$ cat src/rtl/irq_route_pkg.sv
package irq_route_pkg;
   localparam int unsigned GRP_CNT = 2;

   typedef enum logic [2:0] {
      RA_FLAG0 = 3'd0,
      RA_FLAG1 = 3'd1,
      RA_EN0   = 3'd2,
      RA_EN1   = 3'd3,
      RA_SEL0  = 3'd4,
      RA_SEL1  = 3'd5
   } reg_addr_e;

   localparam int unsigned FIRST_UNMAPPED = 6;

   typedef enum logic [1:0] {
      GNT_NONE  = 2'b00,
      GNT_LINE0 = 2'b01,
      GNT_LINE1 = 2'b10
   } grant_e;
endpackage

$ cat src/rtl/irq_flag_bank.sv
module irq_flag_bank #(
   parameter int unsigned   W    = 8,
   parameter logic [W-1:0]  MASK = '1
) (
   input  logic         clk,
   input  logic         rst_n,
   input  logic [W-1:0] set_pulse,
   input  logic [W-1:0] clr_bits,
   output logic [W-1:0] flags
);
   if (W < 1) begin : g_bad_w
      $error("irq_flag_bank: W must be at least 1");
   end

   for (genvar b = 0; b < W; b++) begin : g_bit
      if (MASK[b]) begin : g_live
         logic q;
         always_ff @(posedge clk or negedge rst_n) begin
            if (!rst_n) q <= 1'b0;
            else        q <= set_pulse[b] | (q & ~clr_bits[b]);
         end
         assign flags[b] = q;
      end else begin : g_rsvd
         assign flags[b] = 1'b0;
      end
   end
endmodule

$ cat src/rtl/irq_cfg_reg.sv
module irq_cfg_reg #(
   parameter int unsigned   W        = 8,
   parameter logic [W-1:0]  MASK     = '1,
   parameter logic [W-1:0]  RST_VAL  = '0
) (
   input  logic         clk,
   input  logic         rst_n,
   input  logic         we,
   input  logic [W-1:0] wdata,
   output logic [W-1:0] q
);
   if ((RST_VAL & ~MASK) != '0) begin : g_bad_rst
      $error("irq_cfg_reg: reset value sets a reserved bit");
   end

   for (genvar b = 0; b < W; b++) begin : g_bit
      if (MASK[b]) begin : g_live
         logic r;
         always_ff @(posedge clk or negedge rst_n) begin
            if (!rst_n)  r <= RST_VAL[b];
            else if (we) r <= wdata[b];
         end
         assign q[b] = r;
      end else begin : g_rsvd
         assign q[b] = 1'b0;
      end
   end
endmodule

$ cat src/rtl/irq_line_arbiter.sv
module irq_line_arbiter #(
   parameter int unsigned N           = 16,
   parameter bit          LINE0_FIRST = 1'b1
) (
   input  logic [N-1:0] pend,
   input  logic [N-1:0] route,
   output logic         line0,
   output logic         line1,
   output logic [1:0]   grant
);
   import irq_route_pkg::*;

   if (N < 1) begin : g_bad_n
      $error("irq_line_arbiter: N must be at least 1");
   end

   assign line0 = |(pend & ~route);
   assign line1 = |(pend & route);

   if (LINE0_FIRST) begin : g_prefer0
      always_comb begin
         if (line0)      grant = GNT_LINE0;
         else if (line1) grant = GNT_LINE1;
         else            grant = GNT_NONE;
      end
   end else begin : g_prefer1
      always_comb begin
         if (line1)      grant = GNT_LINE1;
         else if (line0) grant = GNT_LINE0;
         else            grant = GNT_NONE;
      end
   end
endmodule

$ cat src/rtl/usb_irq_router.sv
module usb_irq_router #(
   parameter int unsigned       DATA_W      = 8,
   parameter int unsigned       ADDR_W      = 3,
   parameter logic [DATA_W-1:0] G0_MASK     = 8'hFF,
   parameter logic [DATA_W-1:0] G1_MASK     = 8'h07,
   parameter logic [DATA_W-1:0] G0_EN_RST   = 8'h00,
   parameter logic [DATA_W-1:0] G1_EN_RST   = 8'h00,
   parameter logic [DATA_W-1:0] G0_SEL_RST  = 8'h00,
   parameter logic [DATA_W-1:0] G1_SEL_RST  = 8'h07,
   parameter bit                LINE0_FIRST = 1'b1
) (
   input  logic                             clk,
   input  logic                             rst_n,
   input  logic [irq_route_pkg::GRP_CNT*DATA_W-1:0] evt,
   input  logic                             wr_en,
   input  logic [ADDR_W-1:0]                addr,
   input  logic [DATA_W-1:0]                wdata,
   output logic [DATA_W-1:0]                rdata,
   output logic                             irq_line0,
   output logic                             irq_line1,
   output logic [1:0]                       grant
);
   import irq_route_pkg::*;

   localparam int unsigned TOT_W = GRP_CNT * DATA_W;
   localparam logic [TOT_W-1:0] MASK_ALL   = {G1_MASK, G0_MASK};
   localparam logic [TOT_W-1:0] EN_RST_ALL = {G1_EN_RST, G0_EN_RST};
   localparam logic [TOT_W-1:0] SEL_RST_ALL = {G1_SEL_RST, G0_SEL_RST};

   if (ADDR_W < 3) begin : g_bad_addr
      $error("usb_irq_router: ADDR_W must be at least 3");
   end
   if (DATA_W < 1) begin : g_bad_data
      $error("usb_irq_router: DATA_W must be at least 1");
   end

   logic [TOT_W-1:0] flag_all;
   logic [TOT_W-1:0] en_all;
   logic [TOT_W-1:0] sel_all;
   logic             addr_mapped;
   logic [2:0]       addr_lo;

   assign addr_mapped = (addr < ADDR_W'(FIRST_UNMAPPED));
   assign addr_lo     = addr[2:0];

   for (genvar g = 0; g < GRP_CNT; g++) begin : g_grp
      logic hit_flag, hit_en, hit_sel;
      logic [DATA_W-1:0] clr;

      assign hit_flag = wr_en && addr_mapped && (addr_lo == 3'(RA_FLAG0 + g));
      assign hit_en   = wr_en && addr_mapped && (addr_lo == 3'(RA_EN0 + g));
      assign hit_sel  = wr_en && addr_mapped && (addr_lo == 3'(RA_SEL0 + g));
      assign clr      = hit_flag ? wdata : '0;

      irq_flag_bank #(
         .W    (DATA_W),
         .MASK (MASK_ALL[g*DATA_W +: DATA_W])
      ) u_flags (
         .clk       (clk),
         .rst_n     (rst_n),
         .set_pulse (evt[g*DATA_W +: DATA_W]),
         .clr_bits  (clr),
         .flags     (flag_all[g*DATA_W +: DATA_W])
      );

      irq_cfg_reg #(
         .W       (DATA_W),
         .MASK    (MASK_ALL[g*DATA_W +: DATA_W]),
         .RST_VAL (EN_RST_ALL[g*DATA_W +: DATA_W])
      ) u_en (
         .clk   (clk),
         .rst_n (rst_n),
         .we    (hit_en),
         .wdata (wdata),
         .q     (en_all[g*DATA_W +: DATA_W])
      );

      irq_cfg_reg #(
         .W       (DATA_W),
         .MASK    (MASK_ALL[g*DATA_W +: DATA_W]),
         .RST_VAL (SEL_RST_ALL[g*DATA_W +: DATA_W])
      ) u_sel (
         .clk   (clk),
         .rst_n (rst_n),
         .we    (hit_sel),
         .wdata (wdata),
         .q     (sel_all[g*DATA_W +: DATA_W])
      );
   end

   always_comb begin
      rdata = '0;
      if (addr_mapped) begin
         case (addr_lo[2:1])
            2'd0:    rdata = addr_lo[0] ? flag_all[DATA_W +: DATA_W] : flag_all[0 +: DATA_W];
            2'd1:    rdata = addr_lo[0] ? en_all[DATA_W +: DATA_W]   : en_all[0 +: DATA_W];
            2'd2:    rdata = addr_lo[0] ? sel_all[DATA_W +: DATA_W]  : sel_all[0 +: DATA_W];
            default: rdata = '0;
         endcase
      end
   end

   irq_line_arbiter #(
      .N           (TOT_W),
      .LINE0_FIRST (LINE0_FIRST)
   ) u_arb (
      .pend  (flag_all & en_all),
      .route (sel_all),
      .line0 (irq_line0),
      .line1 (irq_line1),
      .grant (grant)
   );
endmodule

$ cat config.mk
export PLATFORM = sky130hd
export DESIGN_NAME = usb_irq_router
export DESIGN_NICKNAME = d
export VERILOG_FILES = /design/src/rtl/irq_route_pkg.sv /design/src/rtl/irq_flag_bank.sv /design/src/rtl/irq_cfg_reg.sv /design/src/rtl/irq_line_arbiter.sv /design/src/rtl/usb_irq_router.sv
export SDC_FILE = /design/constraint.sdc
export NUM_CORES = 1
export LEC_CHECK = 0
export BUFFER_PORTS_ARGS = -buffer_cell sky130_fd_sc_hd__buf_4
export CAP_MARGIN = 15
export CORE_MARGIN = 2
export CORE_UTILIZATION = 40
export CTS_CLUSTER_DIAMETER = 120
export DETAILED_ROUTE_END_ITERATION = 7
export GPL_ROUTABILITY_DRIVEN = 0
export SYNTH_ARGS = -nofsm -noshare
export SYNTH_HDL_FRONTEND = slang
export SYNTH_HIERARCHICAL = 1
export SYNTH_SLANG_ARGS = --single-unit
export TNS_END_PERCENT = 1
$ cat constraint.sdc
create_clock -name clk -period 2.35 [get_ports clk]
set_input_delay 0.47 -clock clk [delete_from_list [all_inputs] [get_ports clk]]
set_output_delay 0.47 -clock clk [all_outputs]
set_load 0.1 [all_outputs]
==> flow_summary.json, run 1 <==
{
  "wire_per_inst_um": 16.03,
  "die_w_um": 85.57,
  "wl_um": 5529,
  "final_layout_size_suffix_gt1_frac": 0.4664,
  "syn-instance-count": 246,
  "whs_ns": 0.1331,
  "rsz0062_at_grt": "true",
  "power_frac_clock": 0.210,
  "root_buffer": "clkbuf_8",
  "status": "completed",
  "fin_crit_ns": 2.331,
  "comb_power_share": 0.426,
  "cp_slowest_cell": "dfrtp_1",
  "syn_area_per_cell_um2": 10.82,
  "layout_commonest_cell": "buf_4",
  "holdCritPathClass": "primary input to async pin",
  "dp.cells": 322,
  "cts.sinks": 33,
  "fp.dieH_um": 85.57,
  "n_antenna_cell": 0,
  "grt_pass1_wl_um": 8976,
  "seq_power_share": 0.363,
  "core_mm2": 0.006386,
  "start_util": 0.4167,
  "grt_usage": 0.1613,
  "antenna_left": 0,
  "dr.pass1.iters": 4,
  "setup_viol": 0,
  "required_ns": 1.88,
  "clockBufferDepth": 2,
  "num_rows": 29,
  "ir_worst_vdd_mv": 0.5048,
  "hold_viol_final": 0,
  "viasPerCell": 4.899,
  "p_leak_nw": 1.321,
  "fin_skew_ns": 0,
  "finalMaxSlewViolations": 0,
  "critical_path_class": "register to output port",
  "fillers": 578,
  "nNetsFinal": 297,
  "cts_tree": "yes",
  "worstReg2RegStart": "g_grp[0].u_en/g_bit[6].g_live.r",
  "path_max_fanout": 2,
  "ys.warnings.count": 6,
  "r2r_slack_ns": 1.33,
  "layout_common_cells": "buf_4, dfrtp_1, mux2i_1",
  "cp-end-kind": "output port",
  "critPathMaxStageDelay_ns": 0.37,
  "drt-initial-drc-count": 40,
  "worstPathArrival_ns": 1.86,
  "cp-start-kind": "register",
  "syn2layout_area_growth_pct": 13.12,
  "p_int_w": 0.001329,
  "io_pins": 42,
  "grt_overflow": 0,
  "clk_pin_slew_ns": 0.06,
  "r2r-end": "g_grp[0].u_en/g_bit[6].g_live.r",
  "cts_buffers": 5,
  "crit_chain": "and2_4 > a22o_1 > a221oi_2 > nand4_1 > nor2b_4 > buf_12",
  "period_share": 0.9917,
  "reg2reg_depth": 3,
  "power_w": 0.002096,
  "port_buffers": 36,
  "switching_share": 0.3658,
  "layoutNonFillerInstCount": 345,
  "antenna_found_initial": 0,
  "dieArea_mm2": 0.007321,
  "grt_pass1_vias": 1693,
  "dp_hpwl_um": 3912,
  "power.net_switching_w": 0.0007667,
  "max-cap-violations": 0,
  "clk_latency_ns": 0.29,
  "htree_levels": 2,
  "synth_area_mm2": 0.002661,
  "grt_max_degree": 34,
  "max_freq_mhz": 429.1,
  "via_count": 1690,
  "powerDensity_mw_per_mm2": 696.3,
  "drc": 0
}
==> state kept, by name, indices dropped and copies added (netlist names) <==
| signal | cells |
|---|---|
| g_grp.u_en/g_bit.g_live.r | 11 |
| g_grp.u_flags/g_bit.g_live.q | 11 |
| g_grp.u_sel/g_bit.g_live.r | 11 |
==> final cells by class <==
class	count	area [µm²]	area share
Multi-Input combinational cell	152	1475	0.4900
Sequential cell	33	829.5	0.2756
Timing Repair Buffer	60	462.9	0.1538
Tap cell	77	96.34	0.03200
Clock buffer	8	90.09	0.02993
Inverter	15	56.30	0.01870
==> power by group through the flow <==
stage | sequential, W | clock, W | combinational (W)
final | 0.000762 | 0.000441 | 0.000893
after global routing | 0.000776 | 0.000482 | 0.000948
after CTS | 0.000759 | 0.000459 | 0.000867
after detailed placement | 0.000770 | 0 | 0.000800
after global placement | 0.000768 | 0 | 0.000794
after floorplan | 0.000707 | 0 | 0.000836
==> worst max-delay path by stage <==
stage	slack, ns	from	to	cells after the start
global route	-0.05	g_grp[0].u_en/g_bit[4].g_live.r	grant[1]	6
finish	0.02	g_grp[0].u_en/g_bit[6].g_live.r	grant[1]	6
global placement	0.19	addr[0]	rdata[1]	5
CTS	-0.003	g_grp[1].u_en/g_bit[1].g_live.r	grant[1]	6
detailed placement	0.17	addr[0]	rdata[1]	5
floorplan	-0.63	g_grp[0].u_flags/g_bit[6].g_live.q	grant[1]	6
==> timing repair <==
item,CTS,global route
setup endpoints to repair,1,4
hold buffers,0,0
pin swaps,8,8
gates resized for setup,9,4
buffers inserted,10,5
==> critical path: cells and delay by family (launching register included) <==
kind	cells	cell delay [ns]
and+or+nand+nor	3	0.54
AOI/OAI and AO/OA	2	0.51
DFF	1	0.37
buffers and inverters	1	0.16
==> layer usage <==
layer	up-vias	share of wire	track usage
li1	825	-	-
met1	829	0.47	0.2236
met3	7	0.043	0.03176
met5	-	0	0
met4	0	0.013	0.05195
met2	29	0.48	0.2543
==> metrics by stage <==
| stage | cell area [µm²] | TNS, ns | util | setup WS, ns |
|---|---|---|---|---|
| floorplan | 2780 | -1.096 | - | -0.6331 |
| global placement | 2763 | 0 | 0.4326 | 0.1878 |
| detailed placement | 2763 | 0 | 0.4326 | 0.1718 |
| CTS | 2960 | -0.002693 | 0.4636 | -0.002693 |
| global route | 3010 | -0.05383 | 0.4714 | -0.05383 |
| finish | 3010 | 0 | 0.4714 | 0.01941 |
No activity file was read; power rests on OpenSTA's default activity.
==> run 2: changes to the inputs <==
==> constraint.sdc (replaced) <==
create_clock -name clk -period 2.35 [get_ports clk]
set_input_delay 0.235 -clock clk [delete_from_list [all_inputs] [get_ports clk]]
set_output_delay 0.235 -clock clk [all_outputs]
set_load 0.1 [all_outputs]
==> run 2 against run 1 <==
  * Hold slack worse by 0.015 ns
  * Global-route usage down 0.59 points
  * Largest power group unchanged
  * Non-clock buffer count down 18
  * Setup slack better by 0.099 ns
  * Clock skew unchanged
  * Register-to-register slack better by 0.17 ns
  * Die area unchanged
  * Critical path type unchanged
==> flow_summary.json, run 2 (synthesis results as in run 1) <==
{
  "root_buffer": "clkbuf_8",
  "clk_latency_ns": 0.28,
  "dp_hpwl_um": 3814,
  "grt_pass1_vias": 1633,
  "seqCellArea_um2": 829.5,
  "finalSetupTns_ns": 0,
  "cp-start-kind": "register",
  "multi_input_area_mm2": 0.001393,
  "layout_setup_ws_ns": 0.1186,
  "comb_power_share": 0.391,
  "antenna_found_initial": 0,
  "period_share": 0.9496,
  "whs_ns": 0.1178,
  "rsz0062_at_grt": "false",
  "switching_share": 0.3697,
  "clockBufferDepth": 2,
  "tightest_slew_ns": 0.5046,
  "max-cap-violations": 0,
  "setup_viol": 0,
  "grt.busiest_layer": "met2",
  "crit_path_end": "grant[1]",
  "grt_usage": 0.1554,
  "wire_per_inst_um": 15.66,
  "finalMaxSlewViolations": 0,
  "layoutNonFillerInstCount": 327,
  "via_count": 1624,
  "critical_path_class": "register to output port",
  "worstPathArrival_ns": 2.00,
  "r2r_slack_ns": 1.50,
  "fin_crit_ns": 2.231,
  "use_met2": 0.2415,
  "fin_skew_ns": 0,
  "die_w_um": 85.57,
  "required_ns": 2.12,
  "crit_start": "g_grp[0].u_flags/g_bit[5].g_live.q",
  "port_buffers": 36,
  "power.net_switching_w": 0.0007310,
  "final_layout_size_suffix_gt1_frac": 0.3640,
  "clk_pin_slew_ns": 0.07,
  "antenna_left": 0,
  "power_frac_clock": 0.224,
  "hold_viol_final": 0,
  "nNetsFinal": 279,
  "dp.cells": 318,
  "cts_tree": "yes",
  "fin_util": 0.4357,
  "cts.sinks": 33,
  "max_slew_margin": 0.6636,
  "reg2reg_depth": 1,
  "status": "completed",
  "holdCritPathClass": "primary input to register",
  "path_max_fanout": 3,
  "core_mm2": 0.006386,
  "layout_commonest_cell": "buf_4",
  "p_int_w": 0.001246,
  "max_freq_mhz": 448.1,
  "n_antenna_cell": 0,
  "drc": 0,
  "ir_worst_vdd_mv": 0.2757,
  "io_pins": 42,
  "powerDensity_mw_per_mm2": 710.6,
  "p_leak_nw": 1.207,
  "dr.pass1.iters": 4,
  "drt-initial-drc-count": 97,
  "preCtsSetupSlack_ns": 0.4336,
  "syn2layout_area_growth_pct": 4.560,
  "r2r-end": "g_grp[0].u_sel/g_bit[6].g_live.r",
  "wl_um": 5121,
  "grt_max_degree": 34,
  "layout_common_cells": "buf_4, dfrtp_1, mux2i_1, and2_1, mux2_4",
  "use_met1": 0.2160,
  "fillers": 612,
  "seq_power_share": 0.384,
  "met3_usage": 0.03369,
  "grt_overflow": 0,
  "viasPerCell": 4.966,
  "largestRegisters": "g_grp.u_en/g_bit.g_live.r: 11 flops, g_grp.u_flags/g_bit.g_live.q: 11 flops, g_grp.u_sel/g_bit.g_live.r: 11 flops",
  "start_util": 0.4167,
  "cp-end-kind": "output port",
  "cts_buffers": 5,
  "grt_pass1_wl_um": 8735,
  "htree_levels": 2,
  "num_rows": 29,
  "worstReg2RegStart": "g_grp[0].u_sel/g_bit[6].g_live.r",
  "dieArea_mm2": 0.007321,
  "fp.dieH_um": 85.57
}
run 2: cell count changes in the layout (fill, tap and decap cells not counted), moves of 3 or more:
cell	delta
and2_1	+4
nor2b_1	+3
and2_4	-4
o221ai_1	+8
nor2b_4	-3
buf_4	-18
o221ai_2	-8
run 2: how the worst min path moves through the flow:
stage	from	endpoint	slack, ns	cells past startpoint
detailed placement	rst_n	g_grp[0].u_en/g_bit[7].g_live.r	0.21	1
floorplan	rst_n	g_grp[0].u_en/g_bit[0].g_live.r	-0.06	0
global route	evt[9]	g_grp[1].u_flags/g_bit[1].g_live.q	0.11	2
finish	evt[4]	g_grp[0].u_flags/g_bit[4].g_live.q	0.12	2
global placement	rst_n	g_grp[0].u_flags/g_bit[7].g_live.q	0.21	1
CTS	evt[1]	g_grp[0].u_flags/g_bit[1].g_live.q	0.11	2
run 2: timing repair:
| action | in CTS | in global routing |
|---|---|---|
| buffers inserted | 0 | 0 |
| hold buffers | 1 | 0 |
| gates resized for setup | 0 | 0 |
| hold endpoints to repair | 30 | 0 |
run 2: critical path: stages (launching register included):
cell and delay [ns]:
dfrtp_1 0.39, and2_1 0.19, nor2b_1 0.16, a2111oi_4 0.39
nand4_4 0.17, nor2b_4 0.12, buf_4 0.28
run 2: metal layers:
metal	share of wire	vias to the layer above
met2	0.47	26
met3	0.036	6
met5	0	-
met1	0.48	801
li1	-	791
met4	0.014	0
run 2: area by class of cell:
| type | instances | area share |
|---|---|---|
| clock buffer | 8 | 0.03237 |
| inverter | 15 | 0.02023 |
| multi-input combinational | 152 | 0.5005 |
| sequential | 33 | 0.2981 |
| tap | 77 | 0.03462 |
| timing repair buffer | 42 | 0.1142 |
run 2: metrics by stage:
stage | power [W] | instance area, µm²
after floorplan | 0.001521 | 2730
after global placement | 0.001535 | 2683
after detailed placement | 0.001544 | 2683
after CTS | 0.001998 | 2783
after global routing | 0.002087 | 2783
final | 0.001978 | 2783
run 2: power groups by stage:
| stage | logic [W] | clock network (W) | registers [W] |
|---|---|---|---|
| 2_1_floorplan | 0.000814 | 0 | 0.000707 |
| 3_3_place_gp | 0.000766 | 0 | 0.000768 |
| 3_5_place_dp | 0.000774 | 0 | 0.000770 |
| 4_1_cts | 0.000777 | 0.000460 | 0.000760 |
| 5_1_grt | 0.000825 | 0.000486 | 0.000775 |
| 6_report | 0.000774 | 0.000444 | 0.000760 |
==> run 3: changes to the inputs <==
--- a/config.mk
+++ b/config.mk
@@ -8,10 +8,11 @@
 export BUFFER_PORTS_ARGS = -buffer_cell sky130_fd_sc_hd__buf_4
 export CAP_MARGIN = 15
 export CORE_MARGIN = 2
-export CORE_UTILIZATION = 40
+export CORE_UTILIZATION = 50
 export CTS_CLUSTER_DIAMETER = 120
 export DETAILED_ROUTE_END_ITERATION = 7
 export GPL_ROUTABILITY_DRIVEN = 0
+export PLACE_DENSITY = 0.72
 export SYNTH_ARGS = -nofsm -noshare
 export SYNTH_HDL_FRONTEND = slang
 export SYNTH_HIERARCHICAL = 1
==> run 3 against run 2 <==
  * Die area decreased by 19%
  * Non-clock buffer count shrank 1
  * Sequential power barely moved
  * Clock power decreased by 2%
  * Sequential cell count stayed put
  * Routed wire length decreased by 6.6%
  * Largest power group unchanged
==> flow_summary.json, run 3 (synthesis results as in run 1) <==
{
  "holdCritPathClass": "primary input to register",
  "dp_hpwl_um": 3541,
  "r2r-end": "g_grp[0].u_sel/g_bit[0].g_live.r",
  "grt_usage": 0.1754,
  "power_frac_clock": 0.222,
  "start_util": 0.5211,
  "status": "completed",
  "final_layout_size_suffix_gt1_frac": 0.3614,
  "antenna_left": 0,
  "powerDensity_mw_per_mm2": 710.2,
  "path_max_fanout": 3,
  "required_ns": 2.12,
  "cts_buffers": 5,
  "clk_pin_slew_ns": 0.07,
  "num_rows": 26,
  "clk_latency_ns": 0.28,
  "max_freq_mhz": 445.6,
  "nNetsFinal": 278,
  "worstPathArrival_ns": 2.01,
  "p_int_w": 0.001247,
  "n_antenna_cell": 0,
  "dr.pass1.iters": 4,
  "wire_per_inst_um": 15.00,
  "largestRegisters": "g_grp.u_en/g_bit.g_live.r: 11 flops, g_grp.u_flags/g_bit.g_live.q: 11 flops, g_grp.u_sel/g_bit.g_live.r: 11 flops",
  "power.net_switching_w": 0.0007180,
  "p_leak_nw": 1.200,
  "critical_path_class": "register to output port",
  "seq_power_share": 0.387,
  "cp-start-kind": "register",
  "layout_commonest_cell": "buf_4",
  "cp_slowest_cell": "dfrtp_1",
  "cts.sinks": 33,
  "syn2layout_area_growth_pct": 3.949,
  "hold_viol_final": 0,
  "antenna_found_initial": 0,
  "io_pins": 42,
  "finalSetupTns_ns": 0,
  "preCtsSetupSlack_ns": 0.4274,
  "period_share": 0.9550,
  "fin_skew_ns": 0,
  "via_count": 1585,
  "cts_tree": "yes",
  "viasPerCell": 4.969,
  "whs_path_depth": 2,
  "grt_max_degree": 34,
  "comb_power_share": 0.391,
  "rsz0062_at_grt": "false",
  "critPathMaxStageDelay_ns": 0.40,
  "die_w_um": 76.96,
  "dieArea_mm2": 0.005922,
  "tightest_slew_ns": 0.5126,
  "cp-end-kind": "output port",
  "finalMaxSlewViolations": 0,
  "drt-initial-drc-count": 72,
  "clockBufferDepth": 2,
  "r2r_slack_ns": 1.51,
  "root_buffer": "clkbuf_8",
  "htree_levels": 2,
  "fin_crit_ns": 2.244,
  "drc": 0,
  "crit_start": "g_grp[0].u_flags/g_bit[5].g_live.q",
  "worstReg2RegStart": "g_grp[0].u_sel/g_bit[0].g_live.r",
  "wl_um": 4784,
  "crit_path_end": "grant[1]",
  "grt_overflow": 0,
  "layout_common_cells": "buf_4, dfrtp_1, mux2i_1, and2_1, mux2_4",
  "setup_viol": 0,
  "ir_worst_vdd_mv": 0.3533,
  "crit_chain": "and2_1 > nor2b_1 > a2111oi_4 > nand4_4 > nor2b_4 > buf_4",
  "switching_share": 0.3655,
  "grt_pass1_vias": 1592,
  "max-cap-violations": 0,
  "core_mm2": 0.005107,
  "port_buffers": 36,
  "fp.dieH_um": 76.96,
  "max_slew_margin": 0.6583,
  "grt_pass1_wl_um": 8038,
  "reg2reg_depth": 1,
  "layout_setup_ws_ns": 0.1058
}
==> run 3: cell count changes in the layout (fill, tap and decap cells not counted) <==
| cell | change |
|---|---|
| buf_4 | -1 |
==> run 3: worst min path at each step <==
stage                       from                            endpoint  slack [ns]
after floorplan            rst_n     g_grp[0].u_en/g_bit[0].g_live.r       -0.06
after global placement     rst_n  g_grp[0].u_flags/g_bit[7].g_live.q        0.20
after detailed placement   rst_n     g_grp[0].u_en/g_bit[7].g_live.r        0.20
after CTS                 evt[4]  g_grp[0].u_flags/g_bit[4].g_live.q        0.12
after global routing      evt[2]  g_grp[0].u_flags/g_bit[2].g_live.q        0.12
final                     evt[4]  g_grp[0].u_flags/g_bit[4].g_live.q        0.12
==> run 3: worst max-delay path, delay by kind of cell (launching register included) <==
kind / cells / cell delay [ns]
and+or+nand+nor: 4 / 0.66
DFF: 1 / 0.40
AOI/OAI and AO/OA: 1 / 0.38
buffers and inverters: 1 / 0.28
==> run 3: timing repair <==
action / CTS / global route
setup endpoints to repair: 0 / 0
hold endpoints to repair: 30 / 0
gates resized for setup: 0 / 0
hold buffers: 1 / 0
setup buffers: 0 / 0
==> run 3: metrics by stage <==
step,utilization,area (µm²),hold slack (ns),instances,power [W]
after global routing,0.5416,2766,0.1164,319,0.002062
final,0.5416,2766,0.1209,319,0.001965
after global placement,0.5220,2666,0.2036,310,0.001526
after CTS,0.5416,2766,0.1158,319,0.001976
after floorplan,-,2730,-0.06059,258,0.001521
after detailed placement,0.5220,2666,0.2045,310,0.001535
==> run 3: power by group through the flow <==
| stage | clock, W | combinational [W] | sequential (W) |
|---|---|---|---|
| 6_report | 0.000436 | 0.000768 | 0.000760 |
| 5_1_grt | 0.000471 | 0.000818 | 0.000773 |
| 4_1_cts | 0.000448 | 0.000769 | 0.000759 |
| 3_5_place_dp | 0 | 0.000766 | 0.000769 |
| 3_3_place_gp | 0 | 0.000761 | 0.000765 |
| 2_1_floorplan | 0 | 0.000814 | 0.000707 |
==> run 3: layer usage <==
metal  share of wire  vias up  track usage
met4           0.023        0      0.06909
met5               0        -            0
met2            0.46       39       0.2614
met1            0.47      748       0.2479
li1                -      790            -
met3           0.044        8      0.03765
==> run 3: cell type report <==
cell class,count,area (µm²)
tap,70,87.58
clock buffer,8,90.09
sequential,33,829.5
inverter,15,56.30
fill,471,2341
timing repair buffer,41,310.3
multi-input combinational,152,1393
